File: config.mk
export PLATFORM = sky130hd
export DESIGN_NAME = step_sync_timer
export DESIGN_NICKNAME = d
export VERILOG_FILES = /design/src/rtl/ss_pkg.sv /design/src/rtl/ss_period_timer.sv /design/src/rtl/ss_slave_front.sv /design/src/rtl/ss_sync_monitor.sv /design/src/rtl/step_sync_timer.sv
export SDC_FILE = /design/constraint.sdc
export NUM_CORES = 1
export LEC_CHECK = 0
export ABC_AREA = 1
export BUFFER_PORTS_ARGS = -buffer_cell sky130_fd_sc_hd__buf_2
export CAP_MARGIN = 25
export CORE_ASPECT_RATIO = 0.75
export CORE_UTILIZATION = 63
export DETAILED_ROUTE_END_ITERATION = 8
export PLACE_DENSITY = 0.94
export SKIP_LAST_GASP = 1
export SYNTH_ARGS = -nofsm -noshare
export SYNTH_HDL_FRONTEND = slang
export SYNTH_HIERARCHICAL = 1
export SYNTH_SLANG_ARGS = --single-unit
File: constraint.sdc
create_clock -name clk -period 6 [get_ports clk]
set_input_delay 0.9 -clock clk [delete_from_list [all_inputs] [get_ports clk]]
set_output_delay 0.9 -clock clk [all_outputs]
set_load 0.02 [all_outputs]
File: src/rtl/ss_pkg.sv
package ss_pkg;

    typedef enum logic [1:0] {
        MODE_MASTER = 2'd0,
        MODE_SLAVE  = 2'd1,
        MODE_FREE   = 2'd2
    } ss_mode_e;

    typedef enum logic [1:0] {
        MON_IDLE  = 2'd0,
        MON_ARMED = 2'd1,
        MON_LOST  = 2'd2
    } mon_state_e;

    localparam int ADR_CTRL    = 0;
    localparam int ADR_PERIOD  = 1;
    localparam int ADR_DIVIDE  = 2;
    localparam int ADR_TIMEOUT = 3;
    localparam int ADR_LINE    = 4;
    localparam int ADR_CLRERR  = 5;
    localparam int ADR_COUNT   = 6;
    localparam int ADR_STATUS  = 7;

    function automatic ss_mode_e decode_mode(input logic [1:0] field);
        unique case (field)
            2'd0:    return MODE_MASTER;
            2'd1:    return MODE_SLAVE;
            default: return MODE_FREE;
        endcase
    endfunction

endpackage

File: src/rtl/ss_period_timer.sv
module ss_period_timer #(
    parameter int CNT_W   = 16,
    parameter int RST_VAL = 99
) (
    input  logic             clk,
    input  logic             rst_n,
    input  logic             run_i,
    input  logic             load_i,
    input  logic [CNT_W-1:0] period_i,
    output logic [CNT_W-1:0] count_o,
    output logic             expire_o
);
    logic [CNT_W-1:0] cnt_q;
    logic [CNT_W-1:0] top_m1;

    // A period of zero behaves as a period of one
    assign top_m1 = (period_i == '0) ? '0 : period_i - 1'b1;

    always_ff @(posedge clk) begin
        if (!rst_n) begin
            cnt_q <= CNT_W'(RST_VAL);
        end else if (load_i) begin
            cnt_q <= top_m1;
        end else if (run_i) begin
            if (cnt_q == '0) cnt_q <= top_m1;
            else             cnt_q <= cnt_q - 1'b1;
        end
    end

    assign expire_o = run_i && !load_i && (cnt_q == '0);
    assign count_o  = cnt_q;

    a_r1_count_in_range: assert property (@(posedge clk) disable iff (!rst_n)
        !load_i |-> (cnt_q <= top_m1));

endmodule

File: src/rtl/ss_slave_front.sv
module ss_slave_front #(
    parameter int DIV_W = 8
) (
    input  logic             clk,
    input  logic             rst_n,
    input  logic             en_i,
    input  logic             sync_i,
    input  logic             clr_i,
    input  logic [DIV_W-1:0] div_i,
    output logic             edge_o,
    output logic             step_o
);
    logic [2:0]       sh_q;
    logic [DIV_W-1:0] cnt_q;
    logic [DIV_W-1:0] lim;

    assign lim = (div_i == '0) ? '0 : div_i - 1'b1;

    always_ff @(posedge clk) begin
        if (!rst_n) sh_q <= '0;
        else        sh_q <= {sh_q[1:0], sync_i};
    end

    assign edge_o = en_i && sh_q[1] && !sh_q[2];

    always_ff @(posedge clk) begin
        if (!rst_n || clr_i) begin
            cnt_q <= '0;
        end else if (edge_o) begin
            if (cnt_q >= lim) cnt_q <= '0;
            else              cnt_q <= cnt_q + 1'b1;
        end
    end

    assign step_o = edge_o && (cnt_q >= lim);

    a_r4_divider_cleared: assert property (@(posedge clk) disable iff (!rst_n)
        clr_i |=> (cnt_q == '0));

    a_r3_divider_bounded: assert property (@(posedge clk) disable iff (!rst_n)
        !clr_i && !$changed(div_i) |=> (cnt_q <= lim));

endmodule

File: src/rtl/ss_sync_monitor.sv
module ss_sync_monitor
    import ss_pkg::*;
#(
    parameter int TO_W = 16
) (
    input  logic            clk,
    input  logic            rst_n,
    input  logic            en_i,
    input  logic            edge_i,
    input  logic [TO_W-1:0] limit_i,
    input  logic            clr_err_i,
    output logic            err_o
);
    mon_state_e      state_q, state_d;
    logic [TO_W-1:0] tcnt_q;
    logic            expired;

    assign expired = !edge_i && (limit_i != '0) && (tcnt_q >= limit_i - 1'b1);

    always_comb begin
        state_d = state_q;
        unique case (state_q)
            MON_IDLE:  if (en_i) state_d = MON_ARMED;
            MON_ARMED: begin
                if (!en_i)        state_d = MON_IDLE;
                else if (expired) state_d = MON_LOST;
            end
            MON_LOST: begin
                if (!en_i)       state_d = MON_IDLE;
                else if (edge_i) state_d = MON_ARMED;
            end
            default: state_d = MON_IDLE;
        endcase
    end

    always_ff @(posedge clk) begin
        if (!rst_n) state_q <= MON_IDLE;
        else        state_q <= state_d;
    end

    always_ff @(posedge clk) begin
        if (!rst_n) begin
            tcnt_q <= '0;
            err_o  <= 1'b0;
        end else begin
            if (state_q != MON_ARMED || edge_i) tcnt_q <= '0;
            else                                tcnt_q <= tcnt_q + 1'b1;
            if (clr_err_i)
                err_o <= 1'b0;
            else if (state_q == MON_ARMED && state_d == MON_LOST)
                err_o <= 1'b1;
        end
    end

    a_r6_err_sticky: assert property (@(posedge clk) disable iff (!rst_n)
        err_o && !clr_err_i |=> err_o);

    a_r6_loss_flagged: assert property (@(posedge clk) disable iff (!rst_n)
        $rose(state_q == MON_LOST) && !$past(clr_err_i) |-> err_o);

    a_r6_idle_when_off: assert property (@(posedge clk) disable iff (!rst_n)
        !en_i |=> (state_q == MON_IDLE));

endmodule

File: src/rtl/step_sync_timer.sv
module step_sync_timer
    import ss_pkg::*;
#(
    parameter int LINES       = 4,
    parameter int CNT_W       = 16,
    parameter int DIV_W       = 8,
    parameter int TO_W        = 16,
    parameter int AW          = 3,
    parameter int DW          = 32,
    parameter int DEF_PERIOD  = 100,
    parameter int DEF_TIMEOUT = 1000
) (
    input  logic             clk,
    input  logic             rst_n,
    input  logic             cfg_we,
    input  logic [AW-1:0]    cfg_addr,
    input  logic [DW-1:0]    cfg_wdata,
    output logic [DW-1:0]    cfg_rdata,
    input  logic             legacy_sel,
    input  logic [3:0]       board_idx,
    input  logic             sync_line0_in,
    output logic [LINES-1:0] sync_bus_out,
    output logic [LINES-1:0] sync_bus_oe,
    output logic             step_pulse,
    output logic             ext_conn_sel,
    output logic [7:0]       status_code
);
    localparam int LINE_W = (LINES > 1) ? $clog2(LINES) : 1;

    logic [3:0]        ctrl_q;
    logic [CNT_W-1:0]  period_q;
    logic [DIV_W-1:0]  div_q;
    logic [TO_W-1:0]   to_q;
    logic [LINE_W-1:0] line_q;
    ss_mode_e          mode_eff, mode_prev_q;

    logic wr_ctrl, wr_period, wr_div, wr_to, wr_line, wr_clr;
    assign wr_ctrl   = cfg_we && (cfg_addr == AW'(ADR_CTRL));
    assign wr_period = cfg_we && (cfg_addr == AW'(ADR_PERIOD));
    assign wr_div    = cfg_we && (cfg_addr == AW'(ADR_DIVIDE));
    assign wr_to     = cfg_we && (cfg_addr == AW'(ADR_TIMEOUT));
    assign wr_line   = cfg_we && (cfg_addr == AW'(ADR_LINE));
    assign wr_clr    = cfg_we && (cfg_addr == AW'(ADR_CLRERR));

    always_ff @(posedge clk) begin
        if (!rst_n) begin
            ctrl_q   <= '0;
            period_q <= CNT_W'(DEF_PERIOD);
            div_q    <= DIV_W'(1);
            to_q     <= TO_W'(DEF_TIMEOUT);
            line_q   <= '0;
        end else begin
            if (wr_ctrl)   ctrl_q   <= cfg_wdata[3:0];
            if (wr_period) period_q <= cfg_wdata[CNT_W-1:0];
            if (wr_div)    div_q    <= cfg_wdata[DIV_W-1:0];
            if (wr_to)     to_q     <= cfg_wdata[TO_W-1:0];
            if (wr_line)   line_q   <= cfg_wdata[LINE_W-1:0];
        end
    end

    always_comb begin
        if (legacy_sel) mode_eff = (board_idx == 4'hF) ? MODE_MASTER : MODE_SLAVE;
        else            mode_eff = decode_mode(ctrl_q[1:0]);
    end

    logic             is_master, is_slave, mode_chg;
    logic [CNT_W-1:0] tmr_period, tmr_count;
    logic             tmr_expire, slv_edge, slv_step, sync_err;

    assign is_master  = (mode_eff == MODE_MASTER);
    assign is_slave   = (mode_eff == MODE_SLAVE);
    assign mode_chg   = (mode_eff != mode_prev_q);
    assign tmr_period = wr_period ? cfg_wdata[CNT_W-1:0] : period_q;

    ss_period_timer #(.CNT_W(CNT_W), .RST_VAL(DEF_PERIOD - 1)) u_timer (
        .clk      (clk),
        .rst_n    (rst_n),
        .run_i    (!is_slave),
        .load_i   (wr_period),
        .period_i (tmr_period),
        .count_o  (tmr_count),
        .expire_o (tmr_expire)
    );

    ss_slave_front #(.DIV_W(DIV_W)) u_front (
        .clk    (clk),
        .rst_n  (rst_n),
        .en_i   (is_slave),
        .sync_i (sync_line0_in),
        .clr_i  (mode_chg || wr_div),
        .div_i  (div_q),
        .edge_o (slv_edge),
        .step_o (slv_step)
    );

    ss_sync_monitor #(.TO_W(TO_W)) u_mon (
        .clk       (clk),
        .rst_n     (rst_n),
        .en_i      (is_slave),
        .edge_i    (slv_edge),
        .limit_i   (to_q),
        .clr_err_i (wr_clr),
        .err_o     (sync_err)
    );

    always_ff @(posedge clk) begin
        if (!rst_n) begin
            step_pulse  <= 1'b0;
            mode_prev_q <= MODE_MASTER;
        end else begin
            step_pulse  <= (is_master && tmr_expire) || (is_slave && slv_step);
            mode_prev_q <= mode_eff;
        end
    end

    logic drive_act;
    assign drive_act    = is_master && ctrl_q[2];
    assign ext_conn_sel = ctrl_q[3];
    assign status_code  = (is_slave && sync_err) ? 8'hFF : 8'h00;

    for (genvar i = 0; i < LINES; i++) begin : g_line
        assign sync_bus_oe[i]  = drive_act && (line_q == LINE_W'(i));
        assign sync_bus_out[i] = sync_bus_oe[i] && step_pulse;
    end

    always_comb begin
        unique case (int'(cfg_addr))
            ADR_CTRL:    cfg_rdata = DW'(ctrl_q);
            ADR_PERIOD:  cfg_rdata = DW'(period_q);
            ADR_DIVIDE:  cfg_rdata = DW'(div_q);
            ADR_TIMEOUT: cfg_rdata = DW'(to_q);
            ADR_LINE:    cfg_rdata = DW'(line_q);
            ADR_COUNT:   cfg_rdata = DW'(tmr_count);
            ADR_STATUS:  cfg_rdata = {{(DW-8){status_code[7]}}, status_code};
            default:     cfg_rdata = '0;
        endcase
    end

    a_r2_oe_onehot: assert property (@(posedge clk) disable iff (!rst_n)
        $onehot0(sync_bus_oe));

    a_r2_out_inside_oe: assert property (@(posedge clk) disable iff (!rst_n)
        (sync_bus_out & ~sync_bus_oe) == '0);

    a_r5_free_quiet: assert property (@(posedge clk) disable iff (!rst_n)
        (mode_eff == MODE_FREE) |=> !step_pulse);

    a_r7_master_status_zero: assert property (@(posedge clk) disable iff (!rst_n)
        sync_err && !is_slave |-> (status_code == 8'h00));

endmodule

==> run metrics, run 1 <==
status complete, no violations; Reg2Reg Setup Slack between 3 and 4 ns; Syn. warnings 6; FF-to-FF Start to_q[0]$_SDFFE_PN0P_; final worst setup slack around 2.3 ns; Required @ worst endpoint 5.10 ns; Setup Fix Bufs, Post-CTS 0; RSZ-0062 raised after global routing false; Max Root-Sink Buffers 2; Final Slew Violations 0; ANT cells 0; total core area 10500 sq um; clk sink count 95; DRC 0; fmax between 0.2 and 0.3 GHz; fin util 71.5%; first-pass GRT wire length around 29 mm; max cap viols 0; initial antenna violation count 0; Tcrit/Tclk final 61.0%; cell taking the most area after synthesis dfxtp_1; port bufs 77; Seq cells post-synth 95; Syn Area/Cell around 6.5 sq um; CP arrival around 2.8 ns; Die Span Y between 90 and 100 microns; Avg WL per Cell between 10 and 15 microns; GP Congestion about 0.96; Reg2Reg Depth 15; cts bufs inserted 9; critical path type input pin to output port; Max Fanout on Critical Path 17; Worst Tran Pin Value 0.854 ns; Worst Setup SP cfg_addr[2]; vias in the first global route a little over 6000; Layout Area Growth over Synthesis 8.81%; # H-tree levels 3; Placement Setup Slack approximately 2.3 ns; placed insts between 1000 and 1500; sequential fraction of the synthesis area ~28%; detailed-route vias per instance between 5 and 6; count leader, synth nand2_1; VDD IR max around 0.00015 V; Power Density roughly 200 nW/um^2; Hold Path Class register to register; Synth area leaders dfxtp_1, nand2_1, nor2_1; Netlist Area Pre-Place 6860 sq um; Setup TNS 0 ns; share of cells above drive strength 1 16.3%; Die X 123 microns; post-synth top area share around 28%; Netlist cell types 46; Hold WS 0.411 ns; Total GRT Usage between 30% and 40%; TritonCTS clock tree yes; Pleak around 3.8 nW; largest net degree at the start of global routing 42; via count roughly 7000; Worst slew margin about 43%; ys flop type dfxtp_1; clock-pin slew on the worst setup and hold paths 0.06 ns; post-CTS sizing 0; HPWL Detailed between 10 and 15 mm; Total Wirelength 17.6 mm; Syn Nets between 1000 and 1500; Final ANT Viol Nets 0; Core Rows 32; Clock Latency Late Sink between 0.3 and 0.4 ns; Final Non-Filler Cells roughly 1300; R2R Path End u_mon/err_o$_SDFFE_PP0P_; cts hold-fix bufs 0; grt ovf 0; Final Hold Viols 0; number of fillers in the final layout between 800 and 900; root buf cell clkbuf_16; Clock Skews 0.00863 ns; top post-synthesis cells by count nand2_1, nor2_1, inv_1; DIE AREA between 10000 and 15000 sq um; EDFF count, synth 0; Synth Instances roughly 1100; initial core utilization between 60 and 70%; Final #Nets roughly 1200; Worst Setup End Kind output port; min cycle time layout about 3.7 ns; crit start category input pin; DR pass1 iterations 6; final setup vio count 0; Initial DRC Count about 900; Critical Path Sink cfg_rdata[19]; async set-reset flop share out of synthesis 0%; Ports between 90 and 100
-- how the worst min path moves through the flow --
stage	to	from	cells past startpoint	slack [ns]
2_1_floorplan	u_front/sh_q[1]$_SDFF_PN0_	u_front/sh_q[0]$_SDFF_PN0_	2	0.39
3_3_place_gp	u_front/sh_q[1]$_SDFF_PN0_	u_front/sh_q[0]$_SDFF_PN0_	2	0.40
3_5_place_dp	u_front/sh_q[1]$_SDFF_PN0_	u_front/sh_q[0]$_SDFF_PN0_	2	0.40
4_1_cts	u_front/sh_q[1]$_SDFF_PN0_	u_front/sh_q[0]$_SDFF_PN0_	2	0.41
5_1_grt	u_front/sh_q[1]$_SDFF_PN0_	u_front/sh_q[0]$_SDFF_PN0_	2	0.45
6_report	u_front/sh_q[1]$_SDFF_PN0_	u_front/sh_q[0]$_SDFF_PN0_	2	0.41
-- area by class of cell --
type	count	area, sq um	area share (%)
Multi-Input combinational cell	763	4080	54.6
Sequential cell	95	1900	25.5
Inverter	166	628	8.41
Timing Repair Buffer	79	400	5.36
Clock buffer	10	229	3.07
Tap cell	136	170	2.28
Clock inverter	6	61.3	0.821
-- worst max-delay path, cell delays in order --
cell     delay (ns)
buf_2          0.26
inv_2          0.15
nor2_1         0.16
nand4_2        0.51
inv_1          0.51
buf_2          0.25
-- power breakdown --
group	total, mW	leakage [nW]	switching, mW	internal [mW]
registers	0.667	0.771	0.0188	0.648
clock network	0.573	0.142	0.251	0.322
logic	0.223	2.89	0.153	0.0699
-- routing by layer --
metal / global-route usage [%] / routed length, microns
met1: 44.3 / 7710
met2: 49.7 / 7560
met5: 0 / 0
met3: 6.16 / 1820
met4: 12.9 / 548
-- logic make-up after synthesis --
kind of cell             after synthesis  synth area share [%]
adder cells (fa/ha/maj)               31                  5.65
AND/OR/NAND/NOR                      565                  38.2
AO/OA/AOI/OAI                        131                  11.0
buffers and inverters                205                  12.9
XOR/XNOR                              36                  4.59
flip-flops                            95                  27.7
-- metrics by stage --
step | total power, mW | cell area, sq um
after floorplan | 0.834 | 6860
after global placement | 0.889 | 7180
after detailed placement | 0.896 | 7180
after CTS | 1.46 | 7470
after global routing | 1.52 | 7470
final | 1.46 | 7470
-- layout by cell type, fill, tap and decap left out, types with 3 or more instances in the layout --
master	n
xor2_1	24
nand3b_1	4
or2_2	4
buf_2	77
o21ai_1	3
xnor2_1	12
a21oi_1	53
nand2_1	237
ha_1	31
nand3_2	4
nand3_4	4
nand2_2	16
nand3_1	65
nor2_4	5
nor2_1	159
inv_1	156
inv_2	8
nor2_2	21
clkbuf_16	9
o21ai_0	44
nand4_1	21
o21ai_2	14
dfxtp_1	95
nor3_4	3
clkinv_2	3
o211ai_1	9
nor3_1	10
-- flip-flops by register name, summed over array words and instances (netlist names) --
signal,cells
to_q,16
mode_prev_q,2
u_timer/count_o,16
div_q,8
ctrl_q,4
line_q,2
u_mon/err_o,1
u_front/cnt_q,8
u_mon/state_q,2
step_pulse,1
u_front/sh_q,3
period_q,16
u_mon/tcnt_q,16
Power figures use the tool's default switching activity.
==> run 2: changes to the inputs <==
--- a/config.mk
+++ b/config.mk
@@ -9,9 +9,9 @@
 export BUFFER_PORTS_ARGS = -buffer_cell sky130_fd_sc_hd__buf_2
 export CAP_MARGIN = 25
 export CORE_ASPECT_RATIO = 0.75
-export CORE_UTILIZATION = 63
+export CORE_UTILIZATION = 59
 export DETAILED_ROUTE_END_ITERATION = 8
-export PLACE_DENSITY = 0.94
+export PLACE_DENSITY = 0.9
 export SKIP_LAST_GASP = 1
 export SYNTH_ARGS = -nofsm -noshare
 export SYNTH_HDL_FRONTEND = slang
==> constraint.sdc (replaced) <==
create_clock -name clk -period 3.7 [get_ports clk]
set_input_delay 0.555 -clock clk [delete_from_list [all_inputs] [get_ports clk]]
set_output_delay 0.555 -clock clk [all_outputs]
set_load 0.02 [all_outputs]
==> run 2 against run 1 <==
Critical endpoint is now u_timer/count_o[10]$_SDFFE_PN0P_. Power up 71%. Clock skew up 0.00061 ns. Combinational power up 65%. Critical path depth up 11.
==> run metrics, run 2 (synthesized netlist as in run 1, its figures left out) <==
min cycle time layout between 3 and 4 ns; first-pass GRT wire length 29.6 mm (+2.9%); total core area 11100 sq um (+6.3%); Total Wirelength 18.1 mm (+2.9%); CP arrival 3.27 ns (+0.51 ns); Flop pwr share 43.1% (-2.5 points); root buf cell clkbuf_16; clock share of power 42.2% (+3.1 points); Hold WS 0.393 ns (-0.0177 ns); Final #Nets 1191 (+0.17%); ANT cells 0 (unchanged); commonest non-fill, non-tap cell in the layout nand2_1; initial core utilization 61.8% (-3.9 points); Worst slew margin 40.8% (-2.2 points); critical path type input pin to register; Layout Area Growth over Synthesis 9.72%; final setup vio count 0 (unchanged); switching share of power 28.3% (-0.66 points); Required @ worst endpoint 3.93 ns (-1.17 ns); Initial DRC Count 830 (-7.4%); status complete, no violations; Clock Skews 0.00924 ns (+0.000608 ns); Final Hold Viols 0 (unchanged); Setup TNS 0 ns (unchanged); fmax approximately 0.33 GHz; Pleak 3.83 nW (+0.83%); Hold Path Class input pin to register; clock-pin slew on the worst setup and hold paths 0.07 ns (about the same); R2R Path End u_mon/err_o$_SDFFE_PP0P_; Max Fanout on Critical Path 36 (+19); TritonCTS clock tree yes; Clock Latency Late Sink 0.35 ns (about the same); Core Rows 33 (+3.1%); Max Root-Sink Buffers 2 (unchanged); Final Slew Violations 0 (unchanged); P_int 1.80 mW (+73%); share of cells above drive strength 1 16.4% (+0.15 points); Avg WL per Cell 14.4 microns (+2.4%); Reg2Reg Depth 15 (unchanged); grt ovf 0 (unchanged); port bufs 77 (unchanged); Worst Tran Pin Value 0.887 ns (+0.0330 ns); final instance area 7530 sq um (+0.84%); vias in the first global route 6294 (+1.6%); initial antenna violation count 0 (unchanged); DR pass1 iterations 6 (unchanged); Total GRT Usage 31.2% (-1.2 points); cts bufs inserted 9 (unchanged); RSZ-0062 raised after global routing false; Power Density 333 nW/um^2 (+70%); Psw 0.709 mW (+68%); Die X 127 microns (+3.3%); Tcrit/Tclk final slightly above 80%; Worst Setup End Kind register; FF-to-FF Start to_q[0]$_SDFFE_PN0P_; cts hold-fix bufs 0 (unchanged); Worst Setup SP cfg_addr[2]; Logic pwr share 14.7% (-0.6 points); clk sink count 95 (unchanged); DIE AREA 12100 sq um (+6.6%); via count 6994 (-0.38%); most frequent cells in the layout nand2_1, nor2_1, inv_1; Setup Fix Bufs, Post-CTS 0 (unchanged); DRC 0 (unchanged); # H-tree levels 3 (unchanged); total power 2.51 mW (+71%); Final ANT Viol Nets 0 (unchanged); Critical Path Sink u_timer/count_o[10]$_SDFFE_PN0P_; Ports 94 (unchanged); VDD IR max 0.000221 V (+52%); post-CTS sizing 0 (unchanged); largest net degree at the start of global routing 37 (-12%); Reg2Reg Setup Slack 1.09 ns (-2.21 ns); dpl cell area 7200 sq um (+0.28%); crit start category input pin; HPWL Detailed 13.4 mm (+0.92%); detailed-route vias per instance 5.55 (-0.86%); Die Span Y 95.4 microns (+3.3%); max cap viols 0 (unchanged); GP Congestion 0.958 (about the same)
-- run 2: layout make-up --
| cell class | instances | area, sq um |
|---|---|---|
| inverter | 166 | 628 |
| fill | 949 | 3580 |
| tap | 140 | 175 |
| sequential | 95 | 1900 |
| clock buffer | 12 | 256 |
| timing repair buffer | 81 | 415 |
| multi-input combinational | 763 | 4080 |
| clock inverter | 4 | 76.3 |
-- run 2: metal layers --
| metal | wire [microns] | vias to the layer above | track usage [%] |
|---|---|---|---|
| li1 | - | 3434 | - |
| met1 | 8160 | 3186 | 41.0 |
| met2 | 7930 | 326 | 51.4 |
| met3 | 1590 | 48 | 5.84 |
| met4 | 466 | 0 | 11.1 |
| met5 | 0 | - | 0 |
-- run 2: power groups by stage --
stage | clock [mW] | combinational [mW] | sequential, mW
CTS | 1.07 | 0.360 | 1.08
detailed placement | 0 | 0.354 | 1.10
global route | 1.09 | 0.409 | 1.09
finish | 1.06 | 0.369 | 1.08
global placement | 0 | 0.344 | 1.10
floorplan | 0 | 0.256 | 1.10
-- run 2: worst max-delay path, stage by stage --
cell and delay [ns]:
buf_2 0.25, inv_2 0.15, nand3_4 0.15, clkinv_4 0.14, nand2_4 0.39, nand2_1 0.12
o21ai_2 0.09, inv_1 0.09, inv_1 0.11, ha_1 0.22, nand2_2 0.14, nor2_1 0.19
nand3_1 0.21, nand3_4 0.22, nor2_1 0.07, nor2_1 0.10, nor2_1 0.05
-- run 2: worst min path at each step --
stage / start / endpoint / slack [ns] / cells after the start
final: sync_line0_in / u_front/sh_q[0]$_SDFF_PN0_ / 0.39 / 3
after global routing: sync_line0_in / u_front/sh_q[0]$_SDFF_PN0_ / 0.40 / 3
after CTS: sync_line0_in / u_front/sh_q[0]$_SDFF_PN0_ / 0.39 / 3
after detailed placement: u_front/sh_q[0]$_SDFF_PN0_ / u_front/sh_q[1]$_SDFF_PN0_ / 0.41 / 2
after global placement: u_front/sh_q[0]$_SDFF_PN0_ / u_front/sh_q[1]$_SDFF_PN0_ / 0.40 / 2
after floorplan: u_front/sh_q[0]$_SDFF_PN0_ / u_front/sh_q[1]$_SDFF_PN0_ / 0.39 / 2
-- run 2: metrics by stage --
stage               worst slack (ns)  utilization [%]  instances
floorplan                       1.18                -       1063
global placement               0.515             64.8       1245
detailed placement             0.389             64.8       1245
CTS                            0.730             67.8       1261
global route                   0.396             67.8       1261
finish                         0.654             67.8       1261
==> run 3: changes to the inputs <==
--- a/config.mk
+++ b/config.mk
@@ -5,13 +5,13 @@
 export SDC_FILE = /design/constraint.sdc
 export NUM_CORES = 1
 export LEC_CHECK = 0
-export ABC_AREA = 1
+export ABC_AREA = 0
 export BUFFER_PORTS_ARGS = -buffer_cell sky130_fd_sc_hd__buf_2
 export CAP_MARGIN = 25
 export CORE_ASPECT_RATIO = 0.75
-export CORE_UTILIZATION = 59
+export CORE_UTILIZATION = 58
 export DETAILED_ROUTE_END_ITERATION = 8
-export PLACE_DENSITY = 0.9
+export PLACE_DENSITY = 0.89
 export SKIP_LAST_GASP = 1
 export SYNTH_ARGS = -nofsm -noshare
 export SYNTH_HDL_FRONTEND = slang
==> constraint.sdc (replaced) <==
create_clock -name clk -period 2.9 [get_ports clk]
set_input_delay 0.435 -clock clk [delete_from_list [all_inputs] [get_ports clk]]
set_output_delay 0.435 -clock clk [all_outputs]
set_load 0.02 [all_outputs]
==> run 3 against run 2 <==
Via count is 12% lower. Setup slack got worse by 0.89 ns. Critical path type is now register to register. Synthesized cell count decreased by 30%. Combinational power increased by 15%. Sequential share of layout area hardly changed. Global-route usage is 0.45 points higher. Final area up 0.22%. Routed wire length fell by 2.7%. Worst hold slack lost 0.096 ns. Register-to-register slack got worse by 1.3 ns. Synthesized area down 8.8%. The flow now finishes with violations (setup timing).
==> run metrics, run 3 <==
Placement Setup Slack -0.187 ns (-0.576 ns); dpl cell area 6990 sq um (-2.9%); VDD IR max 0.000448 V (+100%); Power Density 408 nW/um^2 (+22%); WL met2 8.07 mm (+1.9%); Die X 122 microns (-3.6%); Syn. warnings 6 (unchanged); Final ANT Viol Nets 0 (unchanged); cell taking the most area after synthesis dfxtp_1; via count 6140 (-12%); EDFF count, synth 0 (unchanged); Ports 94 (unchanged); Final Hold Viols 0 (unchanged); Netlist cell types 77 (+67%); Syn Nets 814 (-28%); Seq cells post-synth 95 (unchanged); sequential fraction of the synthesis area 30.4% (+2.7 points); final instance area 7550 sq um (+0.22%); Clock Latency Late Sink 0.35 ns (about the same); Hold Path Class input pin to register; Required @ worst endpoint 3.14 ns (-0.79 ns); top post-synthesis cells by count dfxtp_1, nand2_1, nor2_1; CP arrival 3.37 ns (+0.10 ns); Pleak 3.11 nW (-19%); Final Non-Filler Cells 989 (-22%); Total GRT Usage 31.6% (+0.45 points); Final Slew Violations 0 (unchanged); detailed-route vias per instance 6.21 (+12%); Max Fanout on Critical Path 3 (-92%); Worst slew margin 44.1% (+3.3 points); final worst setup slack -0.232 ns (-0.886 ns); Netlist Area Pre-Place 6260 sq um (-8.8%); count leader, synth dfxtp_1; clk sink count 95 (unchanged); CP max stage delay 0.57 ns (+0.18 ns); Core Rows 32 (-3.0%); async set-reset flop share out of synthesis 0% (unchanged); Synth area leaders dfxtp_1, ha_1, nand2_1; Reg2Reg Setup Slack -0.23 ns (-1.32 ns); share of cells above drive strength 1 29.9% (+13 points); root buf cell clkbuf_16; Worst Tran Pin Value 0.830 ns (-0.0565 ns); RSZ-0062 raised after global routing true; slowest stage cell, crit path or4_4; post-synth top area share 30.4% (+2.7 points); TritonCTS clock tree yes; crit path buf inv count 0 (-5); largest net degree at the start of global routing 28 (-24%); ys flop type dfxtp_1; placed insts 960 (-23%); Layout Area Growth over Synthesis 20.5%; critical path type register to register; Synth Instances 739 (-30%); CP cell instances or4_4 > nor3_4 > nand2_1 > xor2_1 > ha_1 > nand4_1 > or4_1 > a221o_1 > a32o_2 > o31a_1; total core area 10400 sq um (-6.6%); Syn Area/Cell 8.47 sq um (+31%); status complete, but fails checks; DR pass1 iterations 6 (unchanged); fmax around 0.32 GHz; Met3 Wirelength 1.55 mm (-2.3%); HPWL Detailed 12.0 mm (-11%); fin util 72.8% (+5.0 points); grt ovf 0 (unchanged); most frequent cells in the layout nand2_1, dfxtp_1, buf_2; Total Wirelength 17.7 mm (-2.7%); initial core utilization 60.4% (-1.4 points); CP top delay family simple AND/OR/NAND/NOR gates; initial antenna violation count 0 (unchanged); DRC 0 (unchanged); Clock Skews 0.00593 ns (-0.00331 ns); final setup vio count 3 (+3); Final #Nets 923 (-23%); first-pass GRT wire length 27.5 mm (-7.1%); Hold WS 0.298 ns (-0.0958 ns); DIE AREA 11200 sq um (-7.1%); min cycle time layout 3.13 ns; commonest non-fill, non-tap cell in the layout nand2_1; cts bufs inserted 9 (unchanged); port bufs 77 (unchanged); cts hold-fix bufs 0 (unchanged); max cap viols 0 (unchanged); Setup TNS -0.685 ns (-0.685 ns); Avg WL per Cell 17.9 microns (+24%); clock-pin slew on the worst setup and hold paths 0.07 ns (about the same); GP Congestion 0.917 (-4.3%); DR top layer met4; Die Span Y 92.0 microns (-3.6%); # H-tree levels 3 (unchanged); Tcrit/Tclk final 108%; failing checks setup timing; Worst Setup End Kind register; vias in the first global route 5587 (-11%); Max Root-Sink Buffers 2 (unchanged); total power 3.08 mW (+23%); crit start category register; Initial DRC Count 752 (-9.4%); ANT cells 0 (unchanged); Met1 Wirelength 7.45 mm (-8.7%)
[run 3: layout make-up]
cell class,instances,area (sq um)
sequential,95,1910
tap,136,170
clock inverter,7,96.3
clock buffer,9,225
multi-input combinational,566,4090
timing repair buffer,152,965
inverter,24,92.6
fill,744,2820
[run 3: cell families after synthesis]
family,share of synthesized area [%]
AND/OR/NAND/NOR,26.8
AO/OA/AOI/OAI,13.4
flip-flops,30.4
buffers and inverters,6.84
XOR/XNOR,7.42
multiplexers,8.95
adder cells (fa/ha/maj),6.20
[run 3: final timing paths]
path,from,end,cells after the start
setup reg to reg,to_q[12]$_SDFFE_PN0P_,u_mon/state_q[0]$_SDFF_PN0_,10
hold / removal,sync_line0_in,u_front/sh_q[0]$_SDFF_PN0_,2
hold reg to reg,u_front/sh_q[0]$_SDFF_PN0_,u_front/sh_q[1]$_SDFF_PN0_,1
setup / recovery,to_q[12]$_SDFFE_PN0P_,u_mon/state_q[0]$_SDFF_PN0_,10
[run 3: routing by layer]
| metal | vias up | GRT usage (%) |
|---|---|---|
| li1 | 2831 | - |
| met1 | 2891 | 40.6 |
| met2 | 358 | 49.9 |
| met3 | 60 | 8.27 |
| met4 | 0 | 13.2 |
| met5 | - | 0 |
[run 3: where the power goes]
group | switching (mW) | internal [mW]
combinational | 0.244 | 0.181
clock | 0.538 | 0.757
sequential | 0.0286 | 1.33
[run 3: timing repair]
| item | CTS | global route |
|---|---|---|
| endpoints found under the setup margin | 4 | 12 |
| gates resized for setup | 17 | 11 |
| setup buffers | 13 | 1 |
| pin swaps | 7 | 5 |
